[src/rtl/mmu_ctl_pkg.sv]
package mmu_ctl_pkg;
  localparam int unsigned NUM_FAULTS = 8;
  localparam int unsigned NUM_CLASS  = 4;
  localparam int unsigned DATA_W     = 32;
  localparam int unsigned OFS_W      = 8;

  localparam logic [DATA_W-1:0] MODE_OFF = 32'h0;
  localparam logic [DATA_W-1:0] MODE_RUN = 32'h5;
  localparam logic [DATA_W-1:0] MODE_STL = 32'h7;

  localparam logic [OFS_W-1:0] OFS_MODE  = 8'h00;
  localparam logic [OFS_W-1:0] OFS_CFG   = 8'h04;
  localparam logic [OFS_W-1:0] OFS_FLUSH = 8'h08;
  localparam logic [OFS_W-1:0] OFS_TBASE = 8'h0C;
  localparam logic [OFS_W-1:0] OFS_STAT  = 8'h10;
  localparam logic [OFS_W-1:0] OFS_CLR   = 8'h14;
  localparam logic [OFS_W-1:0] OFS_PRIO  = 8'h18;
  localparam logic [OFS_W-1:0] OFS_CAP0  = 8'h1C;

  localparam int unsigned CFG_SMALL_BIT = 5;

  typedef enum logic [1:0] {CL_PAGE = 2'd0, CL_READ = 2'd1, CL_WRITE = 2'd2, CL_BUS = 2'd3} fclass_e;

  function automatic fclass_e class_of(input int unsigned idx);
    case (idx)
      0:       return CL_PAGE;
      3:       return CL_BUS;
      1, 4, 5: return CL_READ;
      default: return CL_WRITE;
    endcase
  endfunction
endpackage

[src/rtl/mmu_fault_capture.sv]
module mmu_fault_capture
  import mmu_ctl_pkg::*;
#(
  parameter int unsigned NF = NUM_FAULTS,
  parameter int unsigned AW = DATA_W,
  localparam int unsigned IW = $clog2(NF)
) (
  input  logic                          clk_i,
  input  logic                          rst_ni,
  input  logic                          accept_en_i,
  input  logic [NF-1:0]                 fault_i,
  input  logic [AW-1:0]                 fault_addr_i,
  input  logic [NF-1:0]                 clr_i,
  output logic [NF-1:0]                 status_o,
  output logic [IW-1:0]                 prio_o,
  output logic [NUM_CLASS-1:0][AW-1:0]  cap_o
);
  logic [NF-1:0] acc, fresh;
  assign acc   = accept_en_i ? fault_i : '0;
  assign fresh = acc & ~status_o;

  always_ff @(posedge clk_i or negedge rst_ni)
    if (!rst_ni) status_o <= '0;
    else         status_o <= (status_o & ~clr_i) | acc;  // new fault beats clear

  for (genvar c = 0; c < NUM_CLASS; c++) begin : g_cls
    logic [NF-1:0] cmask;
    always_comb
      for (int i = 0; i < NF; i++) cmask[i] = (class_of(i) == fclass_e'(c));

    always_ff @(posedge clk_i or negedge rst_ni)
      if (!rst_ni)                cap_o[c] <= '0;
      else if (|(fresh & cmask))  cap_o[c] <= fault_addr_i;
  end

  always_comb begin
    prio_o = '0;
    for (int i = NF - 1; i >= 0; i--)
      if (status_o[i]) prio_o = IW'(i);
  end

  p_quiet_when_off_r9: assert property (@(posedge clk_i) disable iff (!rst_ni)
    !$past(accept_en_i) |-> ((status_o & ~$past(status_o)) == '0));
  p_hold_page_addr_r6: assert property (@(posedge clk_i) disable iff (!rst_ni)
    $past(status_o[0]) |-> $stable(cap_o[0]));
  p_hold_bus_addr_r6: assert property (@(posedge clk_i) disable iff (!rst_ni)
    $past(status_o[3]) |-> $stable(cap_o[3]));
endmodule

[src/rtl/mmu_ctrl_regs.sv]
module mmu_ctrl_regs
  import mmu_ctl_pkg::*;
#(
  parameter int unsigned DW = DATA_W,
  parameter int unsigned OW = OFS_W
) (
  input  logic          clk_i,
  input  logic          rst_ni,
  input  logic          wr_en_i,
  input  logic [OW-1:0] addr_i,
  input  logic [DW-1:0] wdata_i,
  input  logic          fault_hit_i,
  input  logic          pending_i,
  output logic [DW-1:0] mode_o,
  output logic          small_o,
  output logic [DW-1:0] tbase_o,
  output logic          flush_o
);
  logic wr_mode, wr_cfg, wr_tb, wr_fl, legal;
  assign wr_mode = wr_en_i && addr_i == OW'(OFS_MODE);
  assign wr_cfg  = wr_en_i && addr_i == OW'(OFS_CFG);
  assign wr_tb   = wr_en_i && addr_i == OW'(OFS_TBASE);
  assign wr_fl   = wr_en_i && addr_i == OW'(OFS_FLUSH);
  assign legal   = wdata_i == MODE_OFF || wdata_i == MODE_STL ||
                   (wdata_i == MODE_RUN && !pending_i);

  always_ff @(posedge clk_i or negedge rst_ni)
    if (!rst_ni) begin
      mode_o  <= MODE_OFF;
      small_o <= 1'b0;
      tbase_o <= '0;
      flush_o <= 1'b0;
    end else begin
      if (fault_hit_i)            mode_o <= MODE_STL;
      else if (wr_mode && legal)  mode_o <= wdata_i;
      if (wr_cfg) small_o <= wdata_i[CFG_SMALL_BIT];
      if (wr_tb)  tbase_o <= wdata_i;
      flush_o <= wr_tb || (wr_fl && wdata_i[0]);  // new base always invalidates
    end

  p_fault_stalls_r4: assert property (@(posedge clk_i) disable iff (!rst_ni)
    $past(fault_hit_i) |-> mode_o == MODE_STL);
  p_mode_legal_r2: assert property (@(posedge clk_i) disable iff (!rst_ni)
    mode_o == MODE_OFF || mode_o == MODE_RUN || mode_o == MODE_STL);
endmodule

[src/rtl/mmu_ctl_top.sv]
module mmu_ctl_top
  import mmu_ctl_pkg::*;
(
  input  logic        clk_i,
  input  logic        rst_ni,
  input  logic        wr_en_i,
  input  logic [7:0]  addr_i,
  input  logic [31:0] wdata_i,
  output logic [31:0] rdata_o,
  input  logic [7:0]  fault_i,
  input  logic [31:0] fault_addr_i,
  output logic        irq_o,
  output logic        enabled_o,
  output logic        blocked_o,
  output logic        flush_o,
  output logic        small_tbl_o,
  output logic [31:0] tbase_o
);
  localparam int unsigned IW = $clog2(NUM_FAULTS);

  logic [DATA_W-1:0]                   mode;
  logic [NUM_FAULTS-1:0]               status, clr;
  logic [IW-1:0]                       prio;
  logic [NUM_CLASS-1:0][DATA_W-1:0]    cap;
  logic                                active;

  assign active = mode != MODE_OFF;
  assign clr    = (wr_en_i && addr_i == OFS_CLR) ? wdata_i[NUM_FAULTS-1:0] : '0;

  mmu_fault_capture u_cap (
    .clk_i, .rst_ni,
    .accept_en_i  (active),
    .fault_i,
    .fault_addr_i,
    .clr_i        (clr),
    .status_o     (status),
    .prio_o       (prio),
    .cap_o        (cap)
  );

  mmu_ctrl_regs u_regs (
    .clk_i, .rst_ni, .wr_en_i, .addr_i, .wdata_i,
    .fault_hit_i (active && |fault_i),
    .pending_i   (|status),
    .mode_o      (mode),
    .small_o     (small_tbl_o),
    .tbase_o,
    .flush_o
  );

  assign irq_o     = |status;
  assign enabled_o = mode == MODE_RUN;
  assign blocked_o = mode == MODE_STL;

  always_comb begin
    rdata_o = '0;
    case (addr_i)
      OFS_MODE:  rdata_o = mode;
      OFS_CFG:   rdata_o[CFG_SMALL_BIT] = small_tbl_o;
      OFS_TBASE: rdata_o = tbase_o;
      OFS_STAT:  rdata_o[NUM_FAULTS-1:0] = status;
      OFS_PRIO:  rdata_o[IW-1:0] = prio;
      default:
        for (int c = 0; c < NUM_CLASS; c++)
          if (addr_i == OFS_CAP0 + 8'(4 * c)) rdata_o = cap[c];
    endcase
  end

  p_run_clean_r8: assert property (@(posedge clk_i) disable iff (!rst_ni)
    enabled_o |-> !irq_o);
  p_irq_stalls_r4: assert property (@(posedge clk_i) disable iff (!rst_ni)
    (irq_o && !$past(irq_o)) |-> blocked_o);
  p_flush_cause_r11: assert property (@(posedge clk_i) disable iff (!rst_ni)
    flush_o |-> $past(wr_en_i && ((addr_i == OFS_FLUSH && wdata_i[0]) || addr_i == OFS_TBASE)));
endmodule

[config.mk]
export PLATFORM = sky130hd
export DESIGN_NAME = mmu_ctl_top
export DESIGN_NICKNAME = d
export VERILOG_FILES = /design/src/rtl/mmu_ctl_pkg.sv /design/src/rtl/mmu_fault_capture.sv /design/src/rtl/mmu_ctrl_regs.sv /design/src/rtl/mmu_ctl_top.sv
export SDC_FILE = /design/constraint.sdc
export NUM_CORES = 1
export LEC_CHECK = 0
export ABC_AREA = 1
export CORE_ASPECT_RATIO = 1.25
export CORE_MARGIN = 1
export CORE_UTILIZATION = 50
export CTS_CLUSTER_DIAMETER = 80
export CTS_CLUSTER_SIZE = 40
export DETAILED_ROUTE_END_ITERATION = 8
export PLACE_DENSITY = 0.75
export SYNTH_ARGS = -nofsm -noshare
export SYNTH_HDL_FRONTEND = slang
export SYNTH_HIERARCHICAL = 1
export SYNTH_SLANG_ARGS = --single-unit
[constraint.sdc]
create_clock -name clk_i -period 3.97 [get_ports clk_i]
set_clock_uncertainty 0.15 [all_clocks]
set_input_delay 0.794 -clock clk_i [delete_from_list [all_inputs] [get_ports clk_i]]
set_output_delay 0.794 -clock clk_i [all_outputs]
set_load 0.02 [all_outputs]
==> metrics.cfg, run 1 <==
[synthesis]
synth_area_leaders=dfrtp_1 (50%), nand2_1 (13%), nand3_1 (8.6%), inv_1 (8.1%), o21ai_0 (6.8%)
synth_seq_area_share_pct=49.53
synth_top_area_share_pct=49.53
yosys_warnings=6
synth_edf_count=0
synth_cells=1381
avgSynthCellArea_um2=7.390
synth_largest_area_cell=dfrtp_1
yosysMostFrequentCell=nand2_1
synthDistinctLibCells=27
netlist_area_um2=10210
async_reset_ff_share_pct=100.0
synth_flop_cell=dfrtp_1
synth_nets=1464
synthTopCellsByCount=nand2_1 (361), inv_1 (221), dfrtp_1 (202)
ys_seq_elements=202

[clocking]
numCtsBuffers=11
cts_max_level=1
cts_hold_buf=0
post-cts-setup-buffers=0
cts_tree=built
post_cts_resized=0
clockBufferDepth=3
clk_latency_ns=0.49
cts.clk_slew.worst_paths_ns=0.12
cts-root-buf=clkbuf_16
cts.sinks=202

[worst_setup_path]
crit_arrival_ns=2.88
crit_type=in -> out
rr_startpoint=u_regs/mode_o[24]
startpoint_type=input pin
reg2reg_slack_ns=0.83
reg2regPathDepth=10
timing.rr.end=u_cap/cap_o[58]
end_kind=primary output
required_ns=3.03
crit_fanout=10

[timing]
rsz0062_at_grt=false
period_needed_ns=3.827
setup_tns_ns=0
finalHoldViolCount=0
worst_slack_ns=0.1427
maxSlewHeadroom_pct=22.81
final_max_slew_viol_count=0
max_freq_mhz=261.3
hold_ws_ns=0.2070
worst_pin_slew_ns=1.152
setup_viol=0
timing.final.crit_share_pct=96.40

[detailed_routing]
drc=0
wl_per_cell_um=15.83
wl_um=28220
dr.pass1.iters=5
antenna_left=0
drt-initial-drc-count=906
dr_total_vias=9144
via_per_inst=5.128

[global_route]
grt_usage_pct=27.88
antenna_found_initial=0
grt_pass1_wl_um=45440
grt_pass1_vias=8862
grt-ovfl-total=0
grt_start_max_net_pins=100

[min_path]
hold_class=in -> async

[finish]
final_layout_size_suffix_gt1_share_pct=5.089
layout.cells.non_filler=1783
final_nets=1592
n_antenna_cell=0
area_delta_synth_final_pct=21.83

[die]
die-area_um2=20990
fp.dieH_um=161.7
fp.coreArea_um2=20030
die_w_um=129.8
pin_count=152
num_rows=58
initial_core_util_pct=50.96

[pwr]
power_frac_clock_pct=34.5
p_int_w=0.002888
power_w=0.003956
power_density_nw_per_um2=318.2
swShare_pct=27.00
p_sw_w=0.001068
p_leak_nw=6.367
comb_power_share_pct=9.8
seqPwrFrac_pct=55.7
irDropWorstVdd_uv=275.8

[flow_run]
drv_cap=0

[outcome]
status=finished, final reports clean

[placement]
pre_cts_ws_ns=0.1377
dp_hpwl_um=19730
gp_congestion=0.9170
portBuffers=151
dpl.cell_count=1766

-- worst max-delay path by stage --
stage	start	endpoint
after floorplan	addr_i[1]	rdata_o[10]
after CTS	addr_i[3]	rdata_o[6]
after detailed placement	addr_i[3]	rdata_o[6]
after global placement	addr_i[3]	rdata_o[0]
final	addr_i[3]	rdata_o[6]
after global routing	addr_i[4]	rdata_o[29]
-- flip-flops by register name, indices dropped and copies added (netlist names) --
name / cells
u_regs/flush_o: 1
u_regs/small_o: 1
u_cap/cap_o: 128
u_regs/tbase_o: 32
u_regs/mode_o: 32
u_cap/status_o: 8
-- per-layer routing --
| metal | global-route usage [%] | vias up | routed length, um |
|---|---|---|---|
| li1 | - | 4497 | - |
| met1 | 38.67 | 4232 | 12200 |
| met2 | 43.19 | 360 | 12960 |
| met3 | 4.875 | 55 | 2075 |
| met4 | 11.52 | 0 | 988 |
| met5 | 0 | - | 0 |
-- placed cells by master, fill, tap and decap left out, drive strengths merged --
cell type      instances
buf                   27
nor3b                  1
clkinv                 4
clkdlybuf4s50        150
dfrtp                202
clkbuf                12
nand4                  3
inv                  232
nor2                 171
o21ai                150
and2                   1
nor4                   6
nand2                367
nand3                181
nor3                   2
a21oi                  2
o211ai                 2
-- area by class of cell --
| class | instances | area, um2 |
|---|---|---|
| fillers | 1839 | 7595 |
| repair buffers | 178 | 1856 |
| flip-flops and latches | 202 | 5055 |
| well taps | 270 | 337.8 |
| clock buffers | 11 | 275.3 |
| clock inverters | 6 | 125.1 |
| multi-input cells | 886 | 3921 |
| inverters | 230 | 864.6 |
-- worst max-delay path: stages --
cell and delay [ns]:
clkdlybuf4s50_1 0.47, inv_1 0.11, nand2_1 0.05, nor2_1 0.22
buf_4 0.26, nand3_1 0.11, nand3_1 0.10, nor2_1 0.07
nand2_1 0.09, clkdlybuf4s50_1 0.61
-- per-stage QoR --
step	utilization (%)	instance area, um2
6_report	62.08	12430
5_1_grt	62.08	12430
4_1_cts	62.08	12430
3_5_place_dp	60.08	12030
3_3_place_gp	60.08	12030
2_1_floorplan	-	10210
-- cell families after synthesis --
family | synth area share, %
compound gates | 7.871
buf+inv | 12.05
flops | 49.53
simple gates | 30.55
-- power groups by stage --
stage | Clock, W | Sequential (W) | Combinational [W]
floorplan | 0 | 0.00224 | 0.000134
global placement | 0 | 0.00224 | 0.000380
detailed placement | 0 | 0.00224 | 0.000386
CTS | 0.00140 | 0.00220 | 0.000389
global route | 0.00147 | 0.00221 | 0.000426
finish | 0.00137 | 0.00220 | 0.000386
(Power assumes the default switching activity.)
==> run 2, diff against run 1 <==
--- a/config.mk
+++ b/config.mk
@@ -12,7 +12,7 @@
 export CTS_CLUSTER_DIAMETER = 80
 export CTS_CLUSTER_SIZE = 40
 export DETAILED_ROUTE_END_ITERATION = 8
-export PLACE_DENSITY = 0.75
+export PLACE_DENSITY = 0.79
 export SYNTH_ARGS = -nofsm -noshare
 export SYNTH_HDL_FRONTEND = slang
 export SYNTH_HIERARCHICAL = 1
==> metrics.cfg, run 2 (synthesis results as in run 1) <==
[detailed_routing]
wl_um=28790  ; was 28220 um
drt-initial-drc-count=958  ; was 906
wl_met3_um=2234  ; was 2075 um
drt-met1-wl_um=12210  ; was 12200 um
via_per_inst=5.245  ; was 5.128
antenna_left=0  ; unchanged
drc=0  ; unchanged
dr.pass1.iters=6  ; was 5
wl_per_cell_um=16.13  ; was 15.83 um
wl_met2_um=13450  ; was 12960 um
dr_total_vias=9362  ; was 9144
highest_layer=met4  ; unchanged

[finish]
top_register=u_cap/cap_o  ; unchanged
final_common_cell=nand2_1  ; unchanged
regArea_um2=5055  ; unchanged
n_antenna_cell=0  ; unchanged
num-fill-cells=1805  ; was 1839
largestRegisters=u_cap/cap_o (128), u_regs/mode_o (32), u_regs/tbase_o (32)  ; unchanged
largest_reg_flops=128  ; unchanged
layout.cells.non_filler=1785  ; was 1783
final_layout_size_suffix_gt1_share_pct=5.149  ; was 5.089%
multi_input_area_um2=3921  ; unchanged
area_delta_synth_final_pct=21.88  ; was 21.83%
final_nets=1595  ; was 1592
layout_common_cells=nand2_1 (361), inv_1 (221), dfrtp_1 (202), nand3_1 (176), nor2_1 (162)  ; unchanged
final_core_utilization_pct=62.11  ; was 62.08%

[worst_setup_path]
crit_fanout=22  ; was 10
crit_type=in -> out  ; unchanged
required_ns=3.03  ; about the same
crit_arrival_ns=2.87  ; was 2.88 ns
path_cells=clkdlybuf4s50_1 -> inv_2 -> nand2_4 -> nor2_4 -> buf_12 -> nand3_1 -> nand3_1 -> nor2_1 -> nand2_1 -> clkdlybuf4s50_1  ; was clkdlybuf4s50_1 -> inv_1 -> nand2_1 -> nor2_1 -> buf_4 -> nand3_1 -> nand3_1 -> nor2_1 -> nand2_1 -> clkdlybuf4s50_1
cp_slowest_stage_delay_ns=0.62  ; was 0.61 ns
end_kind=primary output  ; unchanged
startpoint_type=input pin  ; unchanged
cp_slowest_cell=clkdlybuf4s50_1  ; unchanged

[die]
pin_count=152  ; unchanged
die_w_um=129.8  ; unchanged
fp.coreArea_um2=20030  ; unchanged
initial_core_util_pct=50.96  ; unchanged
die-area_um2=20990  ; unchanged
fp.dieH_um=161.7  ; unchanged
num_rows=58  ; unchanged

[timing]
setup_viol=0  ; unchanged
worst_pin_slew_ns=0.6980  ; was 1.152 ns
max_freq_mhz=262.1  ; was 261.3 MHz
maxSlewHeadroom_pct=53.47  ; was 22.81%
timing.final.crit_share_pct=96.11  ; was 96.40%
finalHoldViolCount=0  ; unchanged
setup_tns_ns=0  ; unchanged
final_max_slew_viol_count=0  ; unchanged
period_needed_ns=3.816  ; was 3.827 ns
rsz0062_at_grt=false  ; unchanged

[min_path]
hold_class=in -> async  ; unchanged

[global_route]
grt_start_max_net_pins=67  ; was 100
grt-ovfl-total=0  ; unchanged
grt_usage_pct=28.37  ; was 27.88%
grt_pass1_wl_um=46440  ; was 45440 um
antenna_found_initial=0  ; unchanged
grt_pass1_vias=8968  ; was 8862

[clocking]
clk_latency_ns=0.49  ; about the same
numCtsBuffers=11  ; unchanged
cts_hold_buf=0  ; unchanged
post_cts_resized=0  ; unchanged
cts.sinks=202  ; unchanged
cts_tree=built  ; unchanged
post-cts-setup-buffers=0  ; unchanged
clockBufferDepth=3  ; unchanged
cts_max_level=1  ; unchanged
cts-root-buf=clkbuf_16  ; unchanged
cts.clk_slew.worst_paths_ns=0.13  ; was 0.12 ns

[placement]
gp_congestion=0.8888  ; was 0.9170
dp_hpwl_um=20270  ; was 19730 um
dpl.cell_count=1769  ; was 1766
portBuffers=151  ; unchanged

[pwr]
p_sw_w=0.001021  ; was 0.001068 W
power_density_nw_per_um2=312.2  ; was 318.2 nW/um2
power_frac_clock_pct=33.2  ; was 34.5%
p_int_w=0.002863  ; was 0.002888 W
swShare_pct=26.30  ; was 27.00%
comb_power_share_pct=10.0  ; was 9.8%
p_leak_nw=6.364  ; was 6.367 nW
irDropWorstVdd_uv=261.9  ; was 275.8 uV
seqPwrFrac_pct=56.7  ; was 55.7%

[outcome]
status=finished, final reports clean  ; unchanged

[flow_run]
drv_cap=0  ; unchanged

run 2: stage by stage:
| stage | instance area [um2] | hold WS [ns] | setup slack [ns] | power, W |
|---|---|---|---|---|
| 6_report | 12440 | 0.1172 | 0.1545 | 0.003884 |
| 5_1_grt | 12440 | 0.1599 | 0.03654 | 0.004029 |
| 3_5_place_dp | 12080 | 0.3229 | 0.1586 | 0.002630 |
| 2_1_floorplan | 10210 | 0.3030 | 1.377 | 0.002371 |
| 4_1_cts | 12440 | 0.1425 | 0.1567 | 0.003910 |
| 3_3_place_gp | 12080 | 0.3162 | 0.1812 | 0.002620 |
run 2: worst paths after layout:
path                              startpoint                  to  slack [ns]  depth (start not counted)
min                                   rst_ni     u_cap/cap_o[38]        0.12                          1
max reg2reg                u_regs/mode_o[18]     u_cap/cap_o[61]        1.32                         11
max in group asynchronous             rst_ni  u_regs/tbase_o[19]        2.54                          2
max                                addr_i[6]          rdata_o[1]        0.15                         10
min in group clk_i           u_cap/cap_o[19]     u_cap/cap_o[19]        0.34                          2
min reg2reg                  u_cap/cap_o[19]     u_cap/cap_o[19]        0.34                          2
run 2: critical path, delay by kind of cell:
family	cells	cell delay (ns)
buffers and inverters	4	1.44
AND/OR/NAND/NOR	6	0.64
run 2: layout make-up:
type | instances | area share (%)
inverter | 230 | 6.950
sequential | 202 | 40.64
timing repair buffer | 181 | 15.30
clock buffer | 12 | 2.243
multi-input combinational | 886 | 31.52
clock inverter | 4 | 0.6337
tap | 270 | 2.716
run 2: per-layer routing:
metal  vias up  GRT usage, %
li1       4506             -
met5         -             0
met4         0         9.672
met2       415         45.82
met1      4369         39.12
met3        72         4.117
run 2: power groups by stage:
stage	clock network, W	logic [W]	registers [W]
finish	0.00129	0.000390	0.00220
global route	0.00138	0.000431	0.00221
detailed placement	0	0.000389	0.00224
floorplan	0	0.000134	0.00224
CTS	0.00132	0.000392	0.00220
global placement	0	0.000381	0.00224
==> run 3, diff against run 2 <==
--- a/config.mk
+++ b/config.mk
@@ -8,11 +8,11 @@
 export ABC_AREA = 1
 export CORE_ASPECT_RATIO = 1.25
 export CORE_MARGIN = 1
-export CORE_UTILIZATION = 50
+export CORE_UTILIZATION = 59
 export CTS_CLUSTER_DIAMETER = 80
 export CTS_CLUSTER_SIZE = 40
 export DETAILED_ROUTE_END_ITERATION = 8
-export PLACE_DENSITY = 0.79
+export PLACE_DENSITY = 0.9
 export SYNTH_ARGS = -nofsm -noshare
 export SYNTH_HDL_FRONTEND = slang
 export SYNTH_HIERARCHICAL = 1
==> metrics.cfg, run 3 (synthesis results as in run 1) <==
[timing]
rsz0062_at_grt=true  ; was false
timing.final.crit_share_pct=98.80  ; was 96.11%
period_needed_ns=3.922  ; was 3.816 ns
maxSlewHeadroom_pct=31.07  ; was 53.47%
finalHoldViolCount=0  ; unchanged
worst_slack_ns=0.04777  ; was 0.1545 ns
max_freq_mhz=255.0  ; was 262.1 MHz
worst_pin_slew_ns=1.029  ; was 0.6980 ns
final_max_slew_viol_count=0  ; unchanged
setup_viol=0  ; unchanged
setup_tns_ns=0  ; unchanged
hold_ws_ns=0.1865  ; was 0.1172 ns

[die]
die_w_um=119.6  ; was 129.8 um
die-area_um2=17830  ; was 20990 um2
initial_core_util_pct=60.59  ; was 50.96%
fp.coreArea_um2=16840  ; was 20030 um2
pin_count=152  ; unchanged
fp.dieH_um=149.0  ; was 161.7 um
num_rows=53  ; was 58

[finish]
final_common_cell=nand2_1  ; unchanged
layout.cells.non_filler=1734  ; was 1785
num-fill-cells=1254  ; was 1805
area_delta_synth_final_pct=21.11  ; was 21.88%
final_layout_size_suffix_gt1_share_pct=5.218  ; was 5.149%
final_nets=1594  ; was 1595
layout_common_cells=nand2_1 (361), inv_1 (221), dfrtp_1 (202), nand3_1 (176), nor2_1 (161)  ; was nand2_1 (361), inv_1 (221), dfrtp_1 (202), nand3_1 (176), nor2_1 (162)
fin_area_um2=12360  ; was 12440 um2
top_register=u_cap/cap_o  ; unchanged
largest_reg_flops=128  ; unchanged
n_antenna_cell=0  ; unchanged
largestRegisters=u_cap/cap_o (128), u_regs/mode_o (32), u_regs/tbase_o (32)  ; unchanged

[placement]
dpl.cell_count=1718  ; was 1769
pre_cts_ws_ns=0.1027  ; was 0.1586 ns
place_area_um2=11960  ; was 12080 um2
dp_hpwl_um=19390  ; was 20270 um
gp_congestion=0.9227  ; was 0.8888
portBuffers=151  ; unchanged

[clocking]
cts.sinks=202  ; unchanged
clockBufferDepth=3  ; unchanged
cts_hold_buf=0  ; unchanged
cts-root-buf=clkbuf_16  ; unchanged
numCtsBuffers=11  ; unchanged
clk_latency_ns=0.49  ; about the same
cts.clk_slew.worst_paths_ns=0.14  ; was 0.13 ns
cts_tree=built  ; unchanged
cts_max_level=1  ; unchanged

[worst_setup_path]
crit_arrival_ns=2.98  ; was 2.87 ns
end_kind=primary output  ; unchanged
crit_type=in -> out  ; unchanged
crit_fanout=13  ; was 22
cp_slowest_stage_delay_ns=0.64  ; was 0.62 ns
path_cells=clkdlybuf4s50_1 -> inv_2 -> nand2_2 -> nor2_4 -> buf_4 -> nand3_1 -> nand2_1 -> nor2_1 -> nand3_1 -> clkdlybuf4s50_1  ; was clkdlybuf4s50_1 -> inv_2 -> nand2_4 -> nor2_4 -> buf_12 -> nand3_1 -> nand3_1 -> nor2_1 -> nand2_1 -> clkdlybuf4s50_1
required_ns=3.03  ; about the same
reg2reg_slack_ns=0.85  ; was 1.32 ns
cp_slowest_cell=clkdlybuf4s50_1  ; unchanged
startpoint_type=input pin  ; unchanged

[detailed_routing]
via_per_inst=5.518  ; was 5.245
wl_um=28710  ; was 28790 um
drt-initial-drc-count=998  ; was 958
dr_total_vias=9569  ; was 9362
antenna_left=0  ; unchanged
drc=0  ; unchanged
wl_per_cell_um=16.56  ; was 16.13 um
dr.pass1.iters=8  ; was 6

[global_route]
grt-ovfl-total=0  ; unchanged
grt_usage_pct=32.94  ; was 28.37%
grt_pass1_vias=9370  ; was 8968
antenna_found_initial=0  ; unchanged
grt_pass1_wl_um=46420  ; was 46440 um
grt_start_max_net_pins=80  ; was 67

[flow_run]
drv_cap=0  ; unchanged

[pwr]
p_int_w=0.002921  ; was 0.002863 W
power_density_nw_per_um2=318.7  ; was 312.2 nW/um2
seqPwrFrac_pct=55.9  ; was 56.7%
power_frac_clock_pct=34.2  ; was 33.2%
swShare_pct=25.85  ; was 26.30%
p_sw_w=0.001019  ; was 0.001021 W
p_leak_nw=6.373  ; was 6.364 nW
irDropWorstVdd_uv=354.2  ; was 261.9 uV
comb_power_share_pct=9.9  ; was 10.0%

[outcome]
status=finished, final reports clean  ; unchanged

[min_path]
hold_class=in -> async  ; unchanged

[run 3: cell types whose count changed in the layout (fill, tap and decap cells not counted)]
cell,previous run,this run
inv_12,2,1
buf_6,0,2
clkdlybuf4s50_1,150,149
clkinv_2,1,2
clkinv_8,1,0
clkinv_16,1,2
bufinv_16,0,1
dlymetal6s2s_1,0,1
nor2_2,4,5
buf_4,17,18
clkbuf_1,1,0
buf_12,13,9
nor2_1,162,161
[run 3: area by class of cell]
class | count | area, um2 | area share [%]
Inverter | 230 | 864.6 | 6.995
Tap cell | 220 | 275.3 | 2.227
Timing Repair Buffer | 180 | 1856 | 15.01
Sequential cell | 202 | 5055 | 40.89
Clock buffer | 11 | 275.3 | 2.227
Multi-Input combinational cell | 886 | 3924 | 31.74
Clock inverter | 5 | 111.4 | 0.9009
[run 3: critical path, delay by kind of cell]
kind                   cells  cell delay [ns]
buffers and inverters      4             1.51
and+or+nand+nor            6             0.66
[run 3: worst paths after layout]
check / from / to / cells after the start
setup / recovery: addr_i[4] / rdata_o[11] / 10
hold / removal: rst_ni / u_regs/tbase_o[14] / 1
setup reg to reg: u_regs/mode_o[23] / u_cap/cap_o[51] / 10
hold reg to reg: u_cap/cap_o[113] / u_cap/cap_o[113] / 2
max in group asynchronous: rst_ni / u_cap/status_o[0] / 2
min in group clk_i: u_cap/cap_o[113] / u_cap/cap_o[113] / 2
[run 3: stage by stage]
stage	utilization [%]	power, W
3_5_place_dp	71.01	0.002623
6_report	73.38	0.003940
4_1_cts	73.31	0.003948
5_1_grt	73.38	0.004076
2_1_floorplan	-	0.002371
3_3_place_gp	71.01	0.002608
[run 3: layer usage]
layer  global-route usage [%]  up-vias  part of all wire (%)
met5                        0        -                     0
li1                         -     4500                     -
met2                    54.54      555                    48
met1                    44.46     4437                    40
met3                    4.702       77                   9.4
met4                    11.69        0                   3.2
[run 3: power groups by stage]
stage	sequential (W)	combinational, W	clock [W]
2_1_floorplan	0.00224	0.000134	0
3_3_place_gp	0.00224	0.000373	0
3_5_place_dp	0.00224	0.000385	0
4_1_cts	0.00220	0.000389	0.00136
5_1_grt	0.00221	0.000430	0.00143
6_report	0.00220	0.000392	0.00135
[run 3: what timing repair did]
| item | in CTS | in global routing |
|---|---|---|
| resized for setup | 0 | 4 |
| setup endpoints to repair | 0 | 6 |
| buffers inserted | 0 | 0 |
